$ cat config.mk
export PLATFORM = sky130hd
export DESIGN_NAME = ide_window_decoder
export DESIGN_NICKNAME = d
export VERILOG_FILES = /design/src/rtl/ide_dec_pkg.sv /design/src/rtl/ide_win_bank.sv /design/src/rtl/ide_win_pick.sv /design/src/rtl/ide_dev_shadow.sv /design/src/rtl/ide_window_decoder.sv
export SDC_FILE = /design/constraint.sdc
export NUM_CORES = 1
export LEC_CHECK = 0
export ABC_AREA = 1
export CAP_MARGIN = 30
export CORE_MARGIN = 2
export CORE_UTILIZATION = 47
export CTS_CLUSTER_SIZE = 24
export DETAILED_ROUTE_END_ITERATION = 10
export DONT_BUFFER_PORTS = 1
export PLACE_DENSITY_LB_ADDON = 0.08
export SLEW_MARGIN = 20
export SYNTH_ARGS = -nofsm -noshare
export SYNTH_HDL_FRONTEND = slang
export SYNTH_SLANG_ARGS = --single-unit
$ cat constraint.sdc
create_clock -name clk -period 4.3 [get_ports clk]
set_clock_uncertainty 0.2 [all_clocks]
set_input_delay 0.215 -clock clk [delete_from_list [all_inputs] [get_ports clk]]
set_output_delay 0.215 -clock clk [all_outputs]
set_load 0.02 [all_outputs]
$ cat src/rtl/ide_dec_pkg.sv
package ide_dec_pkg;

    localparam int NWIN  = 5;
    localparam int IDX_W = 3;

    localparam logic [IDX_W-1:0] W_PCMD = 3'd0;
    localparam logic [IDX_W-1:0] W_PCTL = 3'd1;
    localparam logic [IDX_W-1:0] W_SCMD = 3'd2;
    localparam logic [IDX_W-1:0] W_SCTL = 3'd3;
    localparam logic [IDX_W-1:0] W_BM   = 3'd4;

    typedef enum logic [1:0] {
        BLK_CMD  = 2'd0,
        BLK_CTRL = 2'd1,
        BLK_BM   = 2'd2,
        BLK_NONE = 2'd3
    } blk_t;

    typedef enum logic [1:0] {
        SZ_1   = 2'd0,
        SZ_2   = 2'd1,
        SZ_4   = 2'd2,
        SZ_BAD = 2'd3
    } acc_sz_t;

    function automatic blk_t win_type(input logic [IDX_W-1:0] idx);
        case (idx)
            W_PCMD, W_SCMD: return BLK_CMD;
            W_PCTL, W_SCTL: return BLK_CTRL;
            default:        return BLK_BM;
        endcase
    endfunction

endpackage

$ cat src/rtl/ide_win_bank.sv
module ide_win_bank #(
    parameter int ADDR_W = 16,
    parameter int NWIN   = 5,
    parameter int IDX_W  = 3,
    parameter logic [NWIN-1:0][ADDR_W-1:0] RST_SIZE = '0
) (
    input  logic                        clk,
    input  logic                        rst_n,
    input  logic                        en,
    input  logic                        cfg_we,
    input  logic [IDX_W-1:0]            cfg_idx,
    input  logic [ADDR_W-1:0]           cfg_base,
    input  logic [ADDR_W-1:0]           cfg_size,
    input  logic [ADDR_W-1:0]           addr,
    output logic [NWIN-1:0]             hit,
    output logic [NWIN-1:0][ADDR_W-1:0] offs
);

    for (genvar w = 0; w < NWIN; w++) begin : g_win
        logic [ADDR_W-1:0] base_q;
        logic [ADDR_W-1:0] size_q;
        logic [ADDR_W:0]   limit;

        always_ff @(posedge clk or negedge rst_n) begin
            if (!rst_n) begin
                base_q <= '0;
                size_q <= RST_SIZE[w];
            end else if (cfg_we && cfg_idx == IDX_W'(w)) begin
                base_q <= cfg_base;
                size_q <= cfg_size;
            end
        end

        assign limit   = {1'b0, base_q} + {1'b0, size_q};
        assign hit[w]  = en && (base_q != '0) && (addr >= base_q) &&
                         ({1'b0, addr} < limit);
        assign offs[w] = addr - base_q;
    end

endmodule

$ cat src/rtl/ide_win_pick.sv
module ide_win_pick #(
    parameter int ADDR_W = 16,
    parameter int NWIN   = 5,
    parameter int IDX_W  = 3
) (
    input  logic [NWIN-1:0]             hit,
    input  logic [NWIN-1:0][ADDR_W-1:0] offs,
    output logic                        any,
    output logic [IDX_W-1:0]            idx,
    output logic [ADDR_W-1:0]           off
);

    always_comb begin
        any = |hit;
        idx = '0;
        off = '0;
        for (int w = NWIN - 1; w >= 0; w--) begin
            if (hit[w]) begin
                idx = IDX_W'(w);
                off = offs[w];
            end
        end
    end

endmodule

$ cat src/rtl/ide_dev_shadow.sv
module ide_dev_shadow (
    input  logic       clk,
    input  logic       rst_n,
    input  logic       upd,
    input  logic       chan,
    input  logic       dev_bit,
    output logic [1:0] dev
);

    always_ff @(posedge clk or negedge rst_n) begin
        if (!rst_n) begin
            dev <= 2'b00;
        end else if (upd) begin
            dev[chan] <= dev_bit;
        end
    end

endmodule

$ cat src/rtl/ide_window_decoder.sv
module ide_window_decoder
    import ide_dec_pkg::*;
#(
    parameter int ADDR_W   = 16,
    parameter int SEL_OFF  = 6,
    parameter int SEL_BIT  = 4,
    parameter int BM_SPLIT = 8,
    parameter int PCMD_SZ  = 8,
    parameter int PCTL_SZ  = 4,
    parameter int SCMD_SZ  = 8,
    parameter int SCTL_SZ  = 4,
    parameter int BM_SZ    = 16
) (
    input  logic              clk,
    input  logic              rst_n,
    input  logic              io_en,
    input  logic              cfg_we,
    input  logic [2:0]        cfg_idx,
    input  logic [ADDR_W-1:0] cfg_base,
    input  logic [ADDR_W-1:0] cfg_size,
    input  logic              req_valid,
    input  logic              req_write,
    input  logic [ADDR_W-1:0] req_addr,
    input  logic [1:0]        req_size,
    input  logic [7:0]        req_wdata,
    output logic              rsp_valid,
    output logic              rsp_err,
    output logic              rsp_ones,
    output logic              rsp_write,
    output logic              rsp_chan,
    output logic [1:0]        rsp_type,
    output logic [ADDR_W-1:0] rsp_offset,
    output logic [1:0]        rsp_drive,
    output logic [1:0]        shadow_dev
);

    localparam logic [NWIN-1:0][ADDR_W-1:0] RST_SIZES = {
        ADDR_W'(BM_SZ), ADDR_W'(SCTL_SZ), ADDR_W'(SCMD_SZ),
        ADDR_W'(PCTL_SZ), ADDR_W'(PCMD_SZ)
    };

    typedef enum logic [1:0] {
        ST_IDLE  = 2'd0,
        ST_ROUTE = 2'd1,
        ST_FAULT = 2'd2
    } st_t;

    st_t state_q, state_d;

    logic [NWIN-1:0]             win_hit;
    logic [NWIN-1:0][ADDR_W-1:0] win_offs;
    logic                        any_hit;
    logic [IDX_W-1:0]            hit_idx;
    logic [ADDR_W-1:0]           hit_off;

    blk_t  dec_type;
    logic  dec_chan;
    logic  size_ok;
    logic  legal;
    logic  sel_wr;
    logic  dev_now;
    logic  [1:0] dec_drive;

    logic              lat_write;
    logic              lat_chan;
    blk_t              lat_type;
    logic [ADDR_W-1:0] lat_off;
    logic [1:0]        lat_drive;

    ide_win_bank #(
        .ADDR_W(ADDR_W), .NWIN(NWIN), .IDX_W(IDX_W), .RST_SIZE(RST_SIZES)
    ) u_bank (
        .clk(clk), .rst_n(rst_n), .en(io_en),
        .cfg_we(cfg_we), .cfg_idx(cfg_idx),
        .cfg_base(cfg_base), .cfg_size(cfg_size),
        .addr(req_addr), .hit(win_hit), .offs(win_offs)
    );

    ide_win_pick #(
        .ADDR_W(ADDR_W), .NWIN(NWIN), .IDX_W(IDX_W)
    ) u_pick (
        .hit(win_hit), .offs(win_offs),
        .any(any_hit), .idx(hit_idx), .off(hit_off)
    );

    ide_dev_shadow u_shadow (
        .clk(clk), .rst_n(rst_n), .upd(sel_wr),
        .chan(dec_chan), .dev_bit(req_wdata[SEL_BIT]),
        .dev(shadow_dev)
    );

    // Request decode
    always_comb begin
        dec_type = any_hit ? win_type(hit_idx) : BLK_NONE;
        if (hit_idx == W_BM)
            dec_chan = (hit_off >= ADDR_W'(BM_SPLIT));
        else
            dec_chan = (hit_idx == W_SCMD) || (hit_idx == W_SCTL);
        size_ok = (req_size != SZ_BAD) &&
                  !((req_size == SZ_4) && (dec_type != BLK_BM));
        legal   = any_hit && size_ok;
        sel_wr  = req_valid && req_write && legal &&
                  (dec_type == BLK_CMD) && (hit_off == ADDR_W'(SEL_OFF));
        dev_now = sel_wr ? req_wdata[SEL_BIT] : shadow_dev[dec_chan];
        if ((dec_type == BLK_CMD) || (dec_type == BLK_CTRL))
            dec_drive = {dec_chan, dev_now};
        else
            dec_drive = 2'b00;
    end

    // Next state
    always_comb begin
        state_d = ST_IDLE;
        unique case (state_q)
            ST_IDLE, ST_ROUTE, ST_FAULT: begin
                if (req_valid)
                    state_d = legal ? ST_ROUTE : ST_FAULT;
            end
            default: state_d = ST_IDLE;
        endcase
    end

    // State register and response capture
    always_ff @(posedge clk or negedge rst_n) begin
        if (!rst_n) begin
            state_q   <= ST_IDLE;
            lat_write <= 1'b0;
            lat_chan  <= 1'b0;
            lat_type  <= BLK_NONE;
            lat_off   <= '0;
            lat_drive <= 2'b00;
        end else begin
            state_q <= state_d;
            if (req_valid) begin
                lat_write <= req_write;
                lat_chan  <= dec_chan;
                lat_type  <= dec_type;
                lat_off   <= hit_off;
                lat_drive <= dec_drive;
            end
        end
    end

    // Outputs
    always_comb begin
        rsp_valid  = 1'b0;
        rsp_err    = 1'b0;
        rsp_ones   = 1'b0;
        rsp_write  = 1'b0;
        rsp_chan   = 1'b0;
        rsp_type   = BLK_NONE;
        rsp_offset = '0;
        rsp_drive  = 2'b00;
        unique case (state_q)
            ST_IDLE: ;
            ST_ROUTE: begin
                rsp_valid  = 1'b1;
                rsp_write  = lat_write;
                rsp_chan   = lat_chan;
                rsp_type   = lat_type;
                rsp_offset = lat_off;
                rsp_drive  = lat_drive;
            end
            ST_FAULT: begin
                rsp_valid = 1'b1;
                rsp_err   = 1'b1;
                rsp_write = lat_write;
                rsp_ones  = !lat_write;
            end
            default: ;
        endcase
    end

endmodule

Word level (Yosys, flattened, before mapping)
Cells that the tools add are included.
Storage, ports and cells
  flip-flop bits (word level): 186
  bits of input ports: 67
  output and inout bits: 27
Cells by class
  add/sub/neg operators: 10
  $lt $le $gt $ge: 13
  equality and inequality tests: 15
  muxes and demuxes: 31
  reductions and logical operators: 46
Operators with widths (count)
  16-bit two-way mux: 6
  16-bit by 16-bit adder with 17-bit output: 5
  16-bit by 17-bit < comparator with 1-bit output: 5
  16-bit greater-or-equal comparator: 5
  16-bit nonzero test: 5
  16-bit subtractor: 5
  1-bit logical AND: 28
  16-bit by 3-bit == test with 1-bit output (second input constant): 1
  16-bit by 4-bit greater-or-equal comparator with 1-bit output (second input constant): 1
  3-bit two-way mux: 5
  2-bit two-way mux: 7
  3-bit by 2-bit == test with 1-bit output (second input constant): 4
  1-bit two-way mux: 10
  3-bit by 1-bit == test with 1-bit output (second input constant): 2
  3-bit == test (second input constant): 2
  3-bit logical NOT: 2
  2-bit OR reduction: 3
  5-bit OR reduction: 1
  2-bit by 1-bit == test with 1-bit output (second input constant): 2
  2-bit == test (second input constant): 2
  2-bit logical NOT: 2
  2-bit != test (second input constant): 2
  2-bit case mux with 2 select lines: 1
  3-bit OR reduction: 1
  other kinds (6): 8

Logic depth before layout (Yosys ltp)
Gate-level depths: netlist of the first run.
  word-level depth: 23
  depth in mapped cells: 38
  mapped depth without buffers: 38

Cells and area by module
From an unflattened synthesis of the first run, not the netlist that was laid out.
Unflattened totals
  cell total of the unflattened synthesis: 2656
  area total of the unflattened synthesis: 18312.6 um^2
Modules (own cells, without submodules)
  ide_win_bank: instances 1, cells each 2259, area each 16022.9 um^2, sequential area each 4010.1 um^2
  ide_window_decoder: instances 1, cells each 184, area each 1301.2 um^2, sequential area each 603.1 um^2
  ide_win_pick: instances 1, cells each 202, area each 902.1 um^2, sequential area each 0.0 um^2
  ide_dev_shadow: instances 1, cells each 11, area each 86.3 um^2, sequential area each 50.0 um^2

Least setup slack after synthesis of the first run
No wires, ideal clock.
  path type: reg2reg
  from: reg u_bank.g_win[1].base_q[2]
  to: reg u_shadow.dev[1]
  setup time: 123 ps
  arrival time: 4301 ps
  path slack: -323 ps
  stages on the path, launching flop included: 31
  period minus slack after synthesis: 4623 ps
  cell sequence: dfrtp_1 > ha_1 > nand4_1 > o211a_1 > o21ai_0 > a21oi_1 > o21bai_1 > a21oi_1 > o21bai_1 > a21oi_1 > o21ai_0 > nand2_1 > nand2_1 > a21oi_1 > xor2_1 > ha_1 > nand3_1 > nor2_1 > nand3b_1 > nand4_2 > buf_6 > nand2_1 > nor2_2 > inv_2 > or2_1 > nand2_1 > nand2_1 > nor2_1 > nand3_2 > nor3b_1 > nor2_1
On the way
  cells in the longest elaborated chain, start to end: 18
  elaborated cells on any way between the ends: 41
  classes of those cells: add/sub (2); order compare (5); eq/ne (6); mux (10); reduce/logical (18)
Ends and longest elaborated chain
  start: declaration: RTL line ide_win_bank.sv:20  | logic [ADDR_W-1:0] base_q;
  start signal: assignment: RTL line ide_win_bank.sv:29  | base_q <= cfg_base;
  branches (longest 18 deep; another with 16-bit by 16-bit adder with 17-bit output)
  end signal: indexed assignment: RTL line ide_dev_shadow.sv:14  | dev[chan] <= dev_bit;
  end: declaration: RTL line ide_dev_shadow.sv:7  | output logic [1:0] dev
Parallel ways; which one is timed is not known.
A chain may end at the register's enable or synchronous reset.

Final worst setup path of the first run
  from: reg u_bank.g_win[0].base_q[2]
  to: reg u_shadow.dev[1]
On the way
  cells in the longest elaborated chain, start to end: 17
  elaborated cells on any way between the ends: 39
  classes of those cells: add/sub (2); order compare (5); eq/ne (6); mux (8); reduce/logical (18)
Ends and longest elaborated chain (RTL line)
  start: declaration: ide_win_bank.sv:20
  start signal: assignment: ide_win_bank.sv:29
  branches (longest 17 deep; another with 16-bit by 16-bit adder with 17-bit output)
Parallel ways; which one is timed is not known.

==> run_results.csv, run 1 <==
group,metric,value,unit
power_and_ir_drop,switching_power,5.120,mW
detailed_routing,avgRoutedWirePerCell,20.18,microns
sta,layout_setup_ws,-0.7140,ns
yosys,synthArstFlopShare,1.000,
worst_setup_path,critical_path.reg2reg.endpoint,"u_shadow.dev[1]",
worst_setup_path,r2r_slack,-0.71,ns
worst_setup_path,crit_fanout,6,
sta,maxSlewViolCount,0,
worst_setup_path,slowest_delay,0.42,ns
power_and_ir_drop,power_frac_seq,0.217,
grt,gr-usage-all-layers,0.3327,
grt,antenna_found_initial,1,
cells_and_area,syn_to_final_growth,23.17,%
placed_design,dp_hpwl,48.15,mm
sta,worst_pin_slew,0.8402,ns
worst_setup_path,worstReg2RegStart,"u_bank.g_win[0].base_q[2]",
floorplan,dieWidth,194.8,microns
detailed_routing,drt-total-wl,62.78,mm
worst_setup_path,critical_path_class,"flip-flop to flip-flop",
floorplan,num_rows,69,
placed_design,port_buffers,0,
outcome,status,"complete, but fails checks",
floorplan,core,0.03574,sq mm
sta,setup_viol,25,
grt,grt_pass1_wl,95.41,mm
power_and_ir_drop,peakVddDrop,0.4802,mV
detailed_routing,drtIter0Drc,1356,
sta,holdWs,-0.7403,ns
worst_setup_path,required,4.49,ns
clock_network,cts_tree,"built",
floorplan,dieArea,0.03793,sq mm
yosys,synthFlopType,"dfrtp_1",
clock_network,cts_buffers,17,
worst_hold_path,hp-class,"input pin to async pin",
clock_network,clk_pin_slew,0.08,ns
detailed_routing,num_vias,17050,
worst_setup_path,ff2ff_path_depth,37,
yosys,postSynthAreaPerCell,7.244,sq um
yosys,syn_area,0.01710,sq mm
sta,rsz0062_at_grt,"yes",
clock_network,clk_latency,0.47,ns
detailed_routing,avgViaCountPerCell,5.481,
yosys,synth-edff-count,0,
power_and_ir_drop,p_clk_frac,0.153,
sta,finalCritPeriodShare,1.166,
grt,grt_max_degree,187,
yosys,ys_types,53,
sta,min_period,5.014,ns
power_and_ir_drop,switching_share,0.4510,
cells_and_area,final_net_count,2952,
power_and_ir_drop,p_int,6.231,mW
clock_network,htreeDepth,4,
worst_setup_path,slowest_stage,"dfrtp_1",
worst_setup_path,cp_common_cell,"nand2_1",
worst_setup_path,start_kind,"flip-flop",
grt,grt_overflow,0,
flow_run,maxCapViolations,0,
sta,maxSlewHeadroom,0.4340,
power_and_ir_drop,power_leakage,10.97,nW
floorplan,die_h,194.8,microns
clock_network,cts_root_buf,"clkbuf_16",
clock_network,cts_buffer_depth,2,
floorplan,start_util,0.4785,
sta,fmax,199.4,MHz
placed_design,globalplace.congestion,0.9718,
floorplan,boundaryPins,94,
worst_setup_path,crit_path_end_kind,"flip-flop",
detailed_routing,first_pass_iters,7,
sta,hold_viol_final,186,
cells_and_area,drive_above_1_share,0.1649,
clock_network,cts.sinks,186,
yosys,synth_nets,2676,
detailed_routing,drc,0,
outcome,failed_checks,"negative hold slack, negative setup slack",
cells_and_area,antenna_cells,0,
power_and_ir_drop,pwr-share-comb,0.631,
yosys,synth_warnings,0,
power_and_ir_drop,power,11.35,mW
yosys,ys_seq_area_frac,0.2726,
grt,grt_pass1_vias,16245,
yosys,ys_ff_latch,186,
detailed_routing,ant_nets,0,
power_and_ir_drop,powerDensity,538.8,mW/mm^2
worst_setup_path,crit_arrival,5.21,ns
yosys,synthCells,2361,
-- sequential cells by signal, summed over array words and instances, names as in the netlist --
name                 flops
lat_chan                 1
lat_drive                2
lat_off                 16
lat_type                 2
lat_write                1
state_q                  2
u_bank.g_win.base_q     80
u_bank.g_win.size_q     80
u_shadow.dev             2
-- timing repair --
action	in CTS	in global routing
resized for setup	56	32
pin swaps	19	34
buffers inserted	25	4
setup endpoints to repair	25	25
gates cloned	1	1
hold buffers	29	3
endpoints found under the hold margin	336	191
-- cell families (layout without fill, tap and decap cells) --
| group | count (synthesis) | in the layout | synth area share |
|---|---|---|---|
| and+or+nand+nor | 951 | 951 | 0.2376 |
| AOI/OAI and AO/OA | 506 | 506 | 0.1614 |
| buffers and inverters | 346 | 635 | 0.07908 |
| adders and majority gates | 248 | 248 | 0.1858 |
| DFF | 186 | 186 | 0.2726 |
| xor gates and xnor gates | 124 | 124 | 0.06350 |
-- through the flow --
| step | utilization | area, sq um | instances | worst slack [ns] | TNS, ns |
|---|---|---|---|---|---|
| 6_report | 0.5894 | 21070 | 3111 | -0.7140 | -6.743 |
| 5_1_grt | 0.5894 | 21070 | 3111 | -1.129 | -16.29 |
| 4_1_cts | 0.5837 | 20860 | 3103 | -0.6441 | -5.080 |
| 3_5_place_dp | 0.5459 | 19510 | 3016 | -0.8571 | -7.684 |
| 3_3_place_gp | 0.5440 | 19440 | 3013 | -0.7995 | -6.677 |
| 2_1_floorplan | - | 17260 | 2361 | -0.1617 | -0.4861 |
-- layout make-up --
| class | instances | area, sq um |
|---|---|---|
| clock buffer | 21 | 450.4 |
| clock inverter | 11 | 158.9 |
| timing repair buffer | 305 | 2529 |
| multi-input combinational | 1829 | 11560 |
| inverter | 298 | 1124 |
| fill | 3389 | 14670 |
| tap | 461 | 576.8 |
| sequential | 186 | 4666 |
-- power groups by stage --
| stage | clock (mW) | sequential, mW | combinational (mW) |
|---|---|---|---|
| 5_1_grt | 1.82 | 2.50 | 7.97 |
| 2_1_floorplan | 0 | 2.41 | 4.27 |
| 3_3_place_gp | 0 | 2.47 | 6.44 |
| 3_5_place_dp | 0 | 2.48 | 6.53 |
| 4_1_cts | 1.75 | 2.45 | 6.93 |
| 6_report | 1.73 | 2.46 | 7.16 |
-- cell usage after synthesis (21+ instances only) --
cell / count / area, sq um
nand2_1: 591 / 2218
inv_1: 290 / 1089
ha_1: 238 / 2978
o21ai_0: 222 / 1111
a21oi_1: 179 / 895.9
dfrtp_1: 179 / 4479
nor2_1: 129 / 484.2
nand3_1: 106 / 530.5
xor2_1: 80 / 700.7
xnor2_1: 44 / 385.4
clkbuf_1: 35 / 131.4
nand4_1: 34 / 212.7
nor3_1: 25 / 125.1
o21bai_1: 23 / 172.7
a31oi_1: 21 / 131.4
-- per-layer routing --
layer	global-route usage	vias up	wire, microns	share of wire
met1	0.4604	8015	29000	0.46
met3	0.04026	113	3380	0.054
met4	0.1074	0	2169	0.035
met2	0.5416	496	28240	0.45
li1	-	8426	-	-
met5	0	-	0	0
-- how the worst max path moves through the flow --
stage,from,endpoint
floorplan,u_bank.g_win[1].base_q[1],lat_drive[0]
global placement,u_bank.g_win[0].size_q[2],lat_drive[0]
detailed placement,u_bank.g_win[0].size_q[2],u_shadow.dev[0]
CTS,u_bank.g_win[0].base_q[2],lat_drive[0]
global route,u_bank.g_win[0].base_q[2],lat_drive[0]
finish,u_bank.g_win[0].base_q[2],u_shadow.dev[1]
-- cells in the final DEF (no fill, tap or decap), drive strengths merged, types with 7 or more instances in the layout --
master / netlist / final
nand4: 36 / 36
a21oi: 184 / 184
buf: 13 / 272
xnor2: 44 / 44
o21bai: 23 / 23
fa: 10 / 10
nor3: 25 / 25
clkbuf: 35 / 22
a21o: 12 / 12
or2: 11 / 11
dlygate4sd3: 0 / 32
o21ai: 236 / 236
nand3b: 7 / 7
nor4: 16 / 16
dfstp: 7 / 7
nor2: 137 / 137
dfrtp: 179 / 179
a31oi: 21 / 21
inv: 296 / 300
xor2: 80 / 80
ha: 238 / 238
nand2: 598 / 598
nand3: 118 / 118
-- worst max-delay path, delay by kind of cell, from the launching register on --
kind | cells | cell delay, ns
adders and majority gates | 2 | 0.57
and+or+nand+nor | 19 | 1.83
xor gates and xnor gates | 1 | 0.09
AOI/OAI and AO/OA | 11 | 1.44
buffers and inverters | 4 | 0.43
DFF | 1 | 0.42
Power figures use the tool's default switching activity.
==> inputs of run 2 (changes only) <==
Settings changed: MAX_ROUTING_LAYER set to met4, REMOVE_ABC_BUFFERS set to 1.
==> run_results.csv, run 2 (synthesized netlist as in run 1, its figures left out) <==
group,metric,value,unit
worst_setup_path,crit_fanout,6,
detailed_routing,highest_layer,"met4",
cells_and_area,syn_to_final_growth,25.93,%
worst_setup_path,crit_path_end_kind,"flip-flop",
sta,worst_pin_slew,0.8808,ns
cells_and_area,final_common_cell,"nand2_1",
sta,maxSlewViolCount,0,
clock_network,htreeDepth,4,
detailed_routing,avgRoutedWirePerCell,18.48,microns
sta,hold_viol_final,186,
grt,gr-usage-all-layers,0.3142,
outcome,failed_checks,"negative hold slack, negative setup slack",
outcome,status,"complete, but fails checks",
grt,antenna_found_initial,3,
placed_design,globalplace.congestion,0.9505,
cells_and_area,regArea,0.004663,sq mm
detailed_routing,ant_nets,0,
worst_setup_path,slowest_delay,0.58,ns
cells_and_area,n_fill_cell,3427,
sta,finalCritPeriodShare,1.221,
detailed_routing,drtIter0Drc,1074,
sta,min_period,5.248,ns
floorplan,die_h,194.8,microns
clock_network,cts_buffers,17,
sta,maxSlewHeadroom,0.4074,
cells_and_area,antenna_cells,0,
placed_design,port_buffers,0,
sta,rsz0062_at_grt,"yes",
placed_design,dp_hpwl,45.04,mm
worst_setup_path,critical_path_class,"flip-flop to flip-flop",
worst_setup_path,required,4.49,ns
sta,tns,-9.927,ns
clock_network,cts_buffer_depth,2,
flow_run,maxCapViolations,0,
cells_and_area,drive_above_1_share,0.1870,
cells_and_area,utilization,0.6026,
worst_setup_path,start_kind,"flip-flop",
detailed_routing,num_vias,16886,
clock_network,clk_pin_slew,0.08,ns
clock_network,clk_latency,0.47,ns
power_and_ir_drop,power_leakage,11.13,nW
floorplan,start_util,0.4785,
worst_setup_path,crit_arrival,5.44,ns
worst_setup_path,slowest_stage,"dfstp_2",
detailed_routing,drc,0,
floorplan,core,0.03574,sq mm
cells_and_area,layout_common_cells,"nand2_1 (549), inv_1 (286), buf_4 (251)",
sta,fmax,190.5,MHz
grt,grt_pass1_vias,16133,
floorplan,dieArea,0.03793,sq mm
sta,holdWs,-0.7607,ns
cells_and_area,final_net_count,2971,
detailed_routing,first_pass_iters,5,
grt,grt_max_degree,187,
detailed_routing,wl_met2,27.38,mm
floorplan,num_rows,69,
grt,grt_pass1_wl,89.11,mm
floorplan,dieWidth,194.8,microns
clock_network,cts_tree,"built",
clock_network,cts.sinks,186,
grt,grt_overflow,0,
cells_and_area,multiInputGateArea,0.01183,sq mm
worst_hold_path,hp-class,"input pin to async pin",
floorplan,boundaryPins,94,
sta,layout_setup_ws,-0.9484,ns
cells_and_area,reg.largest.list,"u_bank.g_win.base_q x80, u_bank.g_win.size_q x80, lat_off x16",
clock_network,cts_root_buf,"clkbuf_16",
worst_setup_path,cp_common_cell,"nor2_1",
sta,setup_viol,25,
power_and_ir_drop,peakVddDrop,0.3292,mV
detailed_routing,avgViaCountPerCell,5.395,
detailed_routing,drt-total-wl,57.83,mm
detailed_routing,route.met3.wl,2.891,mm
detailed_routing,wl_met1,26.13,mm
power_and_ir_drop,power,11.66,mW
power_and_ir_drop,powerDensity,541.1,mW/mm^2
## run 2: cell count changes in the layout (fill, tap and decap cells not counted), sizes merged
| cell | change |
|---|---|
| clkinvlp | -2 |
| inv | +4 |
| buf | +11 |
| dlygate4sd3 | +8 |
| clkinv | +2 |
| bufinv | -1 |
| clkbuf | -3 |
## run 2: final cells by class
cell class	count	area share
clock buffer	18	0.02039
clock inverter	14	0.008365
multi-input combinational	1829	0.5490
sequential	186	0.2165
tap	461	0.02678
timing repair buffer	324	0.1264
inverter	298	0.05252
## run 2: timing repair
action | 4_1_cts | 5_1_grt
gates cloned | 0 | 1
resized for setup | 75 | 123
setup buffers | 14 | 22
hold buffers | 40 | 1
pin swaps | 20 | 76
endpoints found under the hold margin | 371 | 189
setup endpoints to repair | 25 | 25
## run 2: worst max-delay path: cells and delay by family, from the launching register on
kind / cells / cell delay (ns)
AOI/OAI and AO/OA: 9 / 1.27
xor gates and xnor gates: 1 / 0.15
adders and majority gates: 2 / 0.46
buffers and inverters: 3 / 0.36
DFF: 1 / 0.58
and+or+nand+nor: 21 / 2.13
## run 2: metal layers
layer	vias up	GRT usage
met1	7980	0.4082
met2	379	0.5136
li1	8471	-
met5	-	-
met3	56	0.04217
met4	0	0.09047
## run 2: where the power goes
group | switching (mW) | internal (mW) | leakage, nW
Sequential | 0.290 | 2.14 | 2.32
Clock | 0.850 | 0.901 | 0.302
Combinational | 4.11 | 3.36 | 8.51
## run 2: final timing paths
kind	from	endpoint	slack (ns)	depth (start not counted)
worst max-delay path	u_bank.g_win[2].size_q[3]	u_shadow.dev[1]	-0.95	36
worst min-delay path	rst_n	lat_off[8]	-0.76	0
worst max register to register	u_bank.g_win[2].size_q[3]	u_shadow.dev[1]	-0.95	36
worst min register to register	lat_drive[0]	lat_drive[0]	0.29	2
max in group asynchronous	rst_n	u_bank.g_win[0].size_q[14]	4.21	0
min in group clk	req_addr[14]	lat_off[14]	0.10	5
## run 2: stage by stage
step | instances | worst slack (ns) | instance area (sq um)
2_1_floorplan | 2313 | -0.5912 | 16870
5_1_grt | 3130 | -1.305 | 21540
6_report | 3130 | -0.9484 | 21540
4_1_cts | 3112 | -0.7829 | 20830
3_3_place_gp | 3026 | -0.8800 | 19400
3_5_place_dp | 3026 | -0.9514 | 19400
